**config.mk**
```make
export PLATFORM = sky130hd
export DESIGN_NAME = mcast_hash_filter
export DESIGN_NICKNAME = d
export VERILOG_FILES = /design/src/rtl/mhf_pkg.sv /design/src/rtl/mhf_crc_unit.sv /design/src/rtl/mhf_addr_capture.sv /design/src/rtl/mhf_hash_table.sv /design/src/rtl/mcast_hash_filter.sv
export SDC_FILE = /design/constraint.sdc
export NUM_CORES = 1
export LEC_CHECK = 0
export BUFFER_PORTS_ARGS = -buffer_cell sky130_fd_sc_hd__buf_2
export CAP_MARGIN = 0
export CORE_MARGIN = 10
export CORE_UTILIZATION = 45
export DETAILED_ROUTE_END_ITERATION = 12
export SLEW_MARGIN = 0
export SYNTH_ARGS = -nofsm -noshare
export SYNTH_HDL_FRONTEND = slang
export SYNTH_SLANG_ARGS = --single-unit
export TNS_END_PERCENT = 1
```
**constraint.sdc**
```tcl
create_clock -name clk_i -period 3.9 [get_ports clk_i]
set_input_delay 0.78 -clock clk_i [delete_from_list [all_inputs] [get_ports clk_i]]
set_output_delay 0.78 -clock clk_i [all_outputs]
set_load 0.01 [all_outputs]
```
**src/rtl/mhf_pkg.sv**
```systemverilog
package mhf_pkg;
  localparam int unsigned CRC_W = 32;
  localparam logic [CRC_W-1:0] CRC_POLY = 32'hEDB88320;
  localparam logic [CRC_W-1:0] CRC_INIT = '1;

  // one byte of reflected CRC, LSB first
  function automatic logic [CRC_W-1:0] crc_byte(input logic [CRC_W-1:0] c,
                                                input logic [7:0] d);
    logic [CRC_W-1:0] r;
    r = c;
    for (int i = 0; i < 8; i++) begin
      if (r[0] ^ d[i]) r = (r >> 1) ^ CRC_POLY;
      else             r = r >> 1;
    end
    return r;
  endfunction
endpackage

```
**src/rtl/mhf_crc_unit.sv**
```systemverilog
module mhf_crc_unit
  import mhf_pkg::*;
(
  input  logic             clk_i,
  input  logic             rst_ni,
  input  logic             init_i,
  input  logic             en_i,
  input  logic [7:0]       byte_i,
  output logic [CRC_W-1:0] crc_next_o
);
  logic [CRC_W-1:0] crc_q;

  assign crc_next_o = crc_byte(crc_q, byte_i);

  always_ff @(posedge clk_i or negedge rst_ni) begin
    if (!rst_ni)     crc_q <= CRC_INIT;
    else if (init_i) crc_q <= CRC_INIT;
    else if (en_i)   crc_q <= crc_next_o;
  end
endmodule

```
**src/rtl/mhf_addr_capture.sv**
```systemverilog
module mhf_addr_capture #(
  parameter int unsigned ADDR_BYTES = 6,
  localparam int unsigned ADDR_W = ADDR_BYTES * 8,
  localparam int unsigned CNT_W  = $clog2(ADDR_BYTES + 1)
) (
  input  logic              clk_i,
  input  logic              rst_ni,
  input  logic              frame_start_i,
  input  logic              byte_valid_i,
  input  logic [7:0]        byte_i,
  output logic              take_o,
  output logic              last_o,
  output logic [ADDR_W-1:0] dest_next_o
);
  localparam logic [CNT_W-1:0] CNT_FULL = CNT_W'(ADDR_BYTES);
  localparam logic [CNT_W-1:0] CNT_LAST = CNT_W'(ADDR_BYTES - 1);

  logic [CNT_W-1:0]  cnt_q;
  logic [ADDR_W-1:0] addr_q;

  assign take_o      = byte_valid_i && !frame_start_i && (cnt_q != CNT_FULL);
  assign last_o      = take_o && (cnt_q == CNT_LAST);
  assign dest_next_o = {addr_q[ADDR_W-9:0], byte_i};

  always_ff @(posedge clk_i or negedge rst_ni) begin
    if (!rst_ni) begin
      cnt_q  <= CNT_FULL;
      addr_q <= '0;
    end else if (frame_start_i) begin
      cnt_q  <= '0;
      addr_q <= '0;
    end else if (take_o) begin
      cnt_q  <= cnt_q + 1'b1;
      addr_q <= dest_next_o;
    end
  end
endmodule

```
**src/rtl/mhf_hash_table.sv**
```systemverilog
module mhf_hash_table #(
  parameter int unsigned WORD_W  = 16,
  parameter int unsigned N_WORDS = 4,
  localparam int unsigned WSEL_W = $clog2(N_WORDS),
  localparam int unsigned BSEL_W = $clog2(WORD_W),
  localparam int unsigned IDX_W  = WSEL_W + BSEL_W
) (
  input  logic              clk_i,
  input  logic              rst_ni,
  input  logic              we_i,
  input  logic [WSEL_W-1:0] waddr_i,
  input  logic [WORD_W-1:0] wdata_i,
  input  logic [IDX_W-1:0]  idx_i,
  output logic              hit_o
);
  logic [WORD_W-1:0] words_q [N_WORDS];

  for (genvar w = 0; w < N_WORDS; w++) begin : g_word
    always_ff @(posedge clk_i or negedge rst_ni) begin
      if (!rst_ni)                                  words_q[w] <= '0;
      else if (we_i && waddr_i == WSEL_W'(w))       words_q[w] <= wdata_i;
    end
  end

  // upper index bits pick the word, lower bits the bit
  assign hit_o = words_q[idx_i[IDX_W-1:BSEL_W]][idx_i[BSEL_W-1:0]];
endmodule

```
**src/rtl/mcast_hash_filter.sv**
```systemverilog
module mcast_hash_filter
  import mhf_pkg::*;
#(
  parameter int unsigned ADDR_BYTES = 6,
  parameter int unsigned WORD_W     = 16,
  parameter int unsigned N_WORDS    = 4,
  localparam int unsigned ADDR_W = ADDR_BYTES * 8,
  localparam int unsigned WSEL_W = $clog2(N_WORDS),
  localparam int unsigned IDX_W  = WSEL_W + $clog2(WORD_W)
) (
  input  logic              clk_i,
  input  logic              rst_ni,
  input  logic              tbl_we_i,
  input  logic [WSEL_W-1:0] tbl_addr_i,
  input  logic [WORD_W-1:0] tbl_wdata_i,
  input  logic              promisc_i,
  input  logic [ADDR_W-1:0] station_addr_i,
  input  logic              frame_start_i,
  input  logic              byte_valid_i,
  input  logic [7:0]        byte_i,
  output logic              decision_valid_o,
  output logic              accept_o
);
  logic              take, last, hash_hit, accept_d;
  logic [ADDR_W-1:0] dest;
  logic [CRC_W-1:0]  crc_next;
  logic [IDX_W-1:0]  idx;

  mhf_addr_capture #(.ADDR_BYTES(ADDR_BYTES)) u_cap (
    .clk_i, .rst_ni, .frame_start_i, .byte_valid_i, .byte_i,
    .take_o(take), .last_o(last), .dest_next_o(dest)
  );

  mhf_crc_unit u_crc (
    .clk_i, .rst_ni, .init_i(frame_start_i), .en_i(take), .byte_i,
    .crc_next_o(crc_next)
  );

  assign idx = crc_next[CRC_W-1 -: IDX_W];

  mhf_hash_table #(.WORD_W(WORD_W), .N_WORDS(N_WORDS)) u_tbl (
    .clk_i, .rst_ni, .we_i(tbl_we_i), .waddr_i(tbl_addr_i),
    .wdata_i(tbl_wdata_i), .idx_i(idx), .hit_o(hash_hit)
  );

  // group bit is bit 0 of the first byte, now at the top of dest
  always_comb begin
    if (promisc_i || (&dest))  accept_d = 1'b1;
    else if (dest[ADDR_W-8])   accept_d = hash_hit;
    else                       accept_d = (dest == station_addr_i);
  end

  always_ff @(posedge clk_i or negedge rst_ni) begin
    if (!rst_ni) begin
      decision_valid_o <= 1'b0;
      accept_o         <= 1'b0;
    end else if (frame_start_i) begin
      decision_valid_o <= 1'b0;
      accept_o         <= 1'b0;
    end else if (last) begin
      decision_valid_o <= 1'b1;
      accept_o         <= accept_d;
    end
  end
endmodule

```
# Yosys cells after proc, flatten, opt, wreduce, memory -nomap -nowiden

Cells that the tools add are included.

Magnitude comparators: 2
Eq/ne operators: 6
Mux-type cells: 25
Bitwise operators: 17
Reduce and logical (&&, ||, !) cells: 13
Add/subtract/negate cells: 1

Operator list:

| operator                                                   | count |
|---|---|
| 2-to-1 mux 32 bit                                          | 10 |
| inverter 13 -> 14 bit                                      | 8 |
| 2-to-1 mux 40 bit                                          | 2 |
| == test 48 bit                                             | 1 |
| AND reduction 48 bit                                       | 1 |
| binary-select mux 16 bit (select 2 bit)                    | 1 |
| 2-to-1 mux 16 bit                                          | 2 |
| bitwise XOR 1 bit                                          | 8 |
| logical AND 1 bit                                          | 7 |
| 2-to-1 mux 1 bit                                           | 7 |
| 2-to-1 mux 3 bit                                           | 2 |
| less-than comparator 4 x 5 -> 1 bit, second input constant | 1 |
| binary-select mux 1 bit (select 4 bit)                     | 1 |
| == test 2 bit, second input constant                       | 2 |
| nonzero test 2 bit                                         | 2 |
| adder 3 x 1 -> 3 bit, second input constant                | 1 |
| == test 3 bit, second input constant                       | 1 |
| greater-or-equal comparator 3 bit, second input constant   | 1 |
| inequality test 3 bit, second input constant               | 1 |
| inverter 2 -> 3 bit                                        | 1 |
| == test 2 x 1 -> 1 bit, second input constant              | 1 |
| zero test 2 bit                                            | 1 |
| zero test 1 bit                                            | 1 |
| logical OR 1 bit                                           | 1 |

Logic and storage cells: 73
Flip-flop bits (word level): 141
Output and inout bits: 2
Input bits: 80

# Longest topological paths before layout

Depth after elaboration: 26
Mapped depth: 10
Gate-level depth less buffers: 9

# Hierarchy

From an unflattened synthesis, not the netlist that was laid out.

Cells, all modules: 637
Area, all modules: 8,039.0 um^2

Modules (own cells, without submodules):

| module            | seq. area each (um^2) | area an instance (um^2) | cells an instance | times used |
|---|---|---|---|---|
| mhf_hash_table    | 1,601.5               | 2,955.3                 | 193               | 1 |
| mhf_crc_unit      | 840.8                 | 2,230.9                 | 178               | 1 |
| mhf_addr_capture  | 1,078.5               | 2,098.3                 | 169               | 1 |
| mcast_hash_filter | 50.0                  | 754.5                   | 97                | 1 |

# Least setup slack after synthesis

No wires, ideal clock.

Kind: input -> register
Start point: input byte_i[4]
End point: register accept_o
Path slack: 0.924 ns
Data required time: 3.774 ns
Arrival: 2.850 ns
Library setup time: 0.126 ns
Cell stages on the path: 10
Cells stage by stage: clkbuf_2 xor2_1 xnor3_1 clkbuf_1 mux4_2 mux2i_1 nand2_1 and4_1 a31oi_1 o21ai_0

Word-level cells in the longest chain between the ends: 13
Elaborated cells on any way between the ends: 17
Those cells by class: eq/ne (1); mux (10); bitwise (4); reduce/logical (2)

RTL lines:

| what                                                                 | RTL line                | text |
|---|---|---|
| from (decl)                                                          | mcast_hash_filter.sv:20 | `input logic [7:0] byte_i,` |
| bitwise XOR 1 bit                                                    | mhf_pkg.sv:12           | `if (r[0] ^ d[i]) r = (r >> 1) ^ CRC_POLY;` |
| 2-to-1 mux 32 bit                                                    | mhf_pkg.sv:12           |  |
| 2-to-1 mux 32 bit or inverter 13 -> 14 bit (tied branches)           | --                      |  |
| inverter 13 -> 14 bit (no line) or 2-to-1 mux 32 bit (tied branches) | --                      |  |
| 2-to-1 mux 32 bit or inverter 13 -> 14 bit (tied branches)           | --                      |  |
| inverter 13 -> 14 bit (no line) or 2-to-1 mux 32 bit (tied branches) | --                      |  |
| 2-to-1 mux 32 bit                                                    | mhf_pkg.sv:12           |  |
| binary-select mux 1 bit (select 4 bit)                               | mhf_hash_table.sv:26    | `assign hit_o = words_q[idx_i[IDX_W-1:BSEL_W]][idx_i[BSEL_W-1:0]];` |
| 2-to-1 mux 1 bit (not written as such)                               | mhf_hash_table.sv:26    |  |
| 2-to-1 mux 1 bit                                                     | mcast_hash_filter.sv:49 | `else if (dest[ADDR_W-8]) accept_d = hash_hit;` |
| 2-to-1 mux 1 bit *                                                   | mcast_hash_filter.sv:48 | `if (promisc_i \|\| (&dest)) accept_d = 1'b1;` |
| 2-to-1 mux 1 bit *                                                   | mcast_hash_filter.sv:60 | `end else if (last) begin` |
| 2-to-1 mux 1 bit *                                                   | mcast_hash_filter.sv:57 | `end else if (frame_start_i) begin` |
| to (signal assigned)                                                 | mcast_hash_filter.sv:62 | `accept_o <= accept_d;` |
| to (decl)                                                            | mcast_hash_filter.sv:22 | `output logic accept_o` |

Every way passes the cells marked *; elsewhere a longest branch is shown, timed or not. The select of a mux whose other input is x is not followed.
A chain may end at the register's enable or synchronous reset.

# Worst setup path in the final report

Start point: register u_crc.crc_q[4]
End point: register accept_o

Word-level cells in the longest chain between the ends: 17
Elaborated cells on any way between the ends: 18
Those cells by class: mux (14); bitwise (4)

RTL lines:

| what                                                                 | RTL line                | text |
|---|---|---|
| from (decl)                                                          | mhf_crc_unit.sv:11      | `logic [CRC_W-1:0] crc_q;` |
| from (signal assigned)                                               | mhf_crc_unit.sv:18      | `else if (en_i) crc_q <= crc_next_o;` |
| 2-to-1 mux 32 bit * (4 in a row)                                     | mhf_pkg.sv:12           |  |
| bitwise XOR 1 bit *                                                  | mhf_pkg.sv:12           |  |
| 2-to-1 mux 32 bit * (2 in a row)                                     | mhf_pkg.sv:12           |  |
| inverter 13 -> 14 bit (no line) or 2-to-1 mux 32 bit (tied branches) | --                      |  |
| 2-to-1 mux 32 bit *                                                  | mhf_pkg.sv:12           |  |
| inverter 13 -> 14 bit (no line) or 2-to-1 mux 32 bit (tied branches) | --                      |  |
| 2-to-1 mux 32 bit *                                                  | mhf_pkg.sv:12           |  |
| binary-select mux 1 bit (select 4 bit) *                             | mhf_hash_table.sv:26    |  |
| 2-to-1 mux 1 bit (not written as such) *                             | mhf_hash_table.sv:26    |  |
| 2-to-1 mux 1 bit *                                                   | mcast_hash_filter.sv:49 |  |
| 2-to-1 mux 1 bit *                                                   | mcast_hash_filter.sv:48 |  |
| 2-to-1 mux 1 bit *                                                   | mcast_hash_filter.sv:60 |  |
| 2-to-1 mux 1 bit *                                                   | mcast_hash_filter.sv:57 |  |

Marks and branches as above.

==> results summary <==
The flow ran to the end, and the final reports show no timing, DRC or antenna violations. The via count of the first global-routing pass came out at 5722. Sequential cells were found to cover 47.4% of the synthesized design area. The global-route wire length before repair came out at 31800 microns. The transition time of the tightest slew-check pin came out at 958 ps. The buffer depth of the longest clock path is 2.

The area overhead of the layout relative to synthesis came out at 17.7%. The highest achievable clock rate came out at 331 MHz. Leaving out fill and tap cells, the most frequent cells in the layout are sky130_fd_sc_hd__dfrtp_1 (107), sky130_fd_sc_hd__nand2_1 (98), sky130_fd_sc_hd__buf_2 (80), sky130_fd_sc_hd__mux2_2 (64), sky130_fd_sc_hd__xnor2_1 (55).

The final critical-path share of the clock period is 77.5%. The number of max-slew violations in the final report came to 0. The gate family responsible for the most delay along the worst path is XOR/XNOR gates. The remaining global-route overflow came out at 0. The area of the placeable core came out at 0.0165 sq mm. The class of the most critical setup path is reg2reg. Setup repair after global routing left no endpoint under its margin. The maximum number of pins on one net before global-route repair is 91. The clock sink total came out at 141. Clock-pin slew was measured on the worst setup and hold paths at 60 ps.

The number of detailed-route iterations in the first pass is 5. The final setup violation count came out at 0. TritonCTS created 17 clock buffers. For this configuration, the core starts out at a cell density of 45.7%. Leaving out fill and tap cells, the most frequent cell in the layout is sky130_fd_sc_hd__dfrtp_1. Counting every instance in the synthesized netlist gives 674. Pin placement for this block handled 82 I/O pins. The number of antenna diodes came out at 0.

The routed wire length per instance came out at 20.1 microns. In the synthesized netlist the dominant register cell turns out to be sky130_fd_sc_hd__dfrtp_1. The total power per unit cell area came out at 698 mW/mm^2. The vertical extent of the die came out at 149 microns. The element type at the critical path end is a flip-flop. The total half-perimeter wirelength after legalization and detailed placement is 14300 microns. The worst endpoint data arrival time is 3330 ps. The share of synthesized area in the top cell type comes to 35.6%. The violation count after the first detailed-routing iteration is 447. The biggest area contributor in the post-synthesis netlist is sky130_fd_sc_hd__dfrtp_1.

The number of vias in the routed layout is 5464. Cells with a size suffix above 1 make up 32.3% of the layout. The post-place instance area is 0.00821 sq mm. Counting flops with an async set or reset pin after synthesis yields a share of 100%. TritonCTS built the clock tree.

The row count came out at 47. The post-synthesis instance area is 0.00753 sq mm. Cells fill 53.8% of the core in the end.

The count of unique library cells instantiated by Yosys is 50. Of all nets on the critical path, the largest fanout is 15. The total wire length is 19800 microns. The net count reported at finish is 837. Across the run, the number of max-cap violations was 0. The root buffer cell chosen for the clock tree is sky130_fd_sc_hd__clkbuf_16. The number of antenna violations at the first check in global routing is 0.

The number of warnings issued by yosys is 0. The worst-case headroom to the max-slew limit is 35.9%. Traced cell by cell, the critical path runs through xor2_1 > xnor3_1 > mux4_2 > mux2i_1 > nand2_1 > and4_1 > a31oi_1 > o21ai_0. The floorplan step set the die width to 149 microns. The number of H-tree levels came out at 4. The cell area after layout is 0.00886 sq mm.

For the worst setup path, the data required time is 4200 ps. The synthesized flop and latch total came out at 141. For this run, the total global-route usage over all layers was measured as 18.1%. The die covers 0.0223 sq mm. The count of antenna-violating nets left after detailed routing came out at 0.

Sorting the synthesized cells by area gives the leading types as sky130_fd_sc_hd__dfrtp_1 (36%), sky130_fd_sc_hd__dfstp_2 (12%), sky130_fd_sc_hd__mux2_2 (9.6%). The post-cts hold buffer count is 0. The worst reg-to-reg setup slack is 880 ps. The post-cts sizing count came out at 0. The net count of the mapped netlist is 757.

The clock latency reported for the late side of the worst-skew pair is 420 ps. The final sum of negative setup slack is 0 ps. At the end of routability-driven placement, the weighted congestion stood at 0.875.

The number of buffers added on ports is 81. VDD sags by at most 0.000464 V. The average via count per standard cell is 5.54. The longest individual stage delay on the worst path came out at 770 ps. After clock tree synthesis, the setup repair step added 0 buffers. Among all stages on the critical path, the largest delay is contributed by sky130_fd_sc_hd__xnor3_1. For this run, design rule violations remaining after detail routing come to 0. The total buffers and inverters traversed by the critical path is 0. The analysis attributes to cell leakage a power of 3.79 nW. The total count of hold-check failures in the final report was 0. The worst path in the final design needs a cycle of 3020 ps, including I/O delays and setup. Clock skew on the completed layout was measured at 9.75 ps. The mean post-synth cell area came out at 11.2 sq um. The count of flip-flops with a built-in enable after synthesis is 0. The tightest min-delay check is of the in2async type. STA classifies the critical path startpoint as a flip-flop.
## synth_stat cells (all sizes together) (2+ instances only)
cell type	n
dfrtp	107
mux2i	9
a21oi	48
ha	3
mux4	11
and2	2
dfstp	34
nand2	99
xnor2	62
a211o	31
nor3	3
clkbuf	26
xnor3	4
buf	9
nand3	8
nor4	12
xor2	52
nor2	37
nand4	19
mux2	64
nand3b	4
and3	2
inv	8
o21ai	4
## report_power, final
part / internal (mW) / switching (mW) / leakage [nW] / total (mW)
clock network: 1.12 / 0.676 / 0.319 / 1.80
registers: 1.78 / 0.182 / 1.71 / 1.96
logic: 1.20 / 1.22 / 1.77 / 2.42
## final cells by class
| type | instances | area, sq um |
|---|---|---|
| fill | 1472 | 7600 |
| multi-input combinational | 490 | 3800 |
| sequential | 141 | 3570 |
| timing repair buffer | 96 | 537 |
| clock buffer | 19 | 453 |
| tap | 220 | 275 |
| clock inverter | 13 | 203 |
| inverter | 8 | 30.0 |
## registers in the layout, indices dropped and copies added, names as in the netlist
signal            cells
decision_valid_o      1
accept_o              1
u_tbl.words_q        64
u_cap.addr_q         40
u_cap.cnt_q           3
u_crc.crc_q          32
## layer usage
layer / GRT usage, % / routed length (microns) / vias to the layer above
met2: 29.1 / 9520 / 157
met5: 0 / 0 / -
li1: - / - / 2524
met3: 4.61 / 1220 / 18
met1: 24.0 / 8810 / 2765
met4: 4.27 / 285 / 0
## metrics by stage
step,total power [mW],setup WS [ps],hold WS (ps),cells
after floorplan,3.82,924,470,674
after global placement,4.36,599,482,955
after detailed placement,4.42,491,493,955
after CTS,6.23,861,447,987
after global routing,6.53,703,476,987
final,6.18,876,411,987
## logic make-up after synthesis
family | after synthesis | share of synthesized area, %
DFF | 141 | 47.4
AOI/OAI and AO/OA | 94 | 8.29
muxes | 84 | 14.2
and+or+nand+nor | 191 | 11.4
adders and majority gates | 3 | 0.499
buffers and inverters | 43 | 2.24
xor gates and xnor gates | 118 | 15.9
## final timing paths
| check | start | endpoint | depth (start not counted) |
|---|---|---|---|
| worst max-delay path | u_crc.crc_q[4]$_DFFE_PN1P_ | accept_o$_DFFE_PN0P_ | 8 |
| worst min-delay path | rst_ni | u_cap.addr_q[8]$_DFFE_PN0P_ | 1 |
| worst max register to register | u_crc.crc_q[4]$_DFFE_PN1P_ | accept_o$_DFFE_PN0P_ | 8 |
| worst min register to register | u_crc.crc_q[26]$_DFFE_PN1P_ | u_crc.crc_q[26]$_DFFE_PN1P_ | 2 |
| max in group asynchronous | rst_ni | u_crc.crc_q[0]$_DFFE_PN1P_ | 2 |
| min in group clk_i | u_crc.crc_q[26]$_DFFE_PN1P_ | u_crc.crc_q[26]$_DFFE_PN1P_ | 2 |
## worst register-to-register path, stage by stage (launching register included)
cell and delay (ps):
sky130_fd_sc_hd__dfstp_2 580, sky130_fd_sc_hd__xor2_1 320, sky130_fd_sc_hd__xnor3_1 770, sky130_fd_sc_hd__mux4_2 590, sky130_fd_sc_hd__mux2i_1 170, sky130_fd_sc_hd__nand2_1 70, sky130_fd_sc_hd__and4_1 200, sky130_fd_sc_hd__a31oi_1 140
sky130_fd_sc_hd__o21ai_0 90
Note: power is estimated with default switching activity, not from simulation.
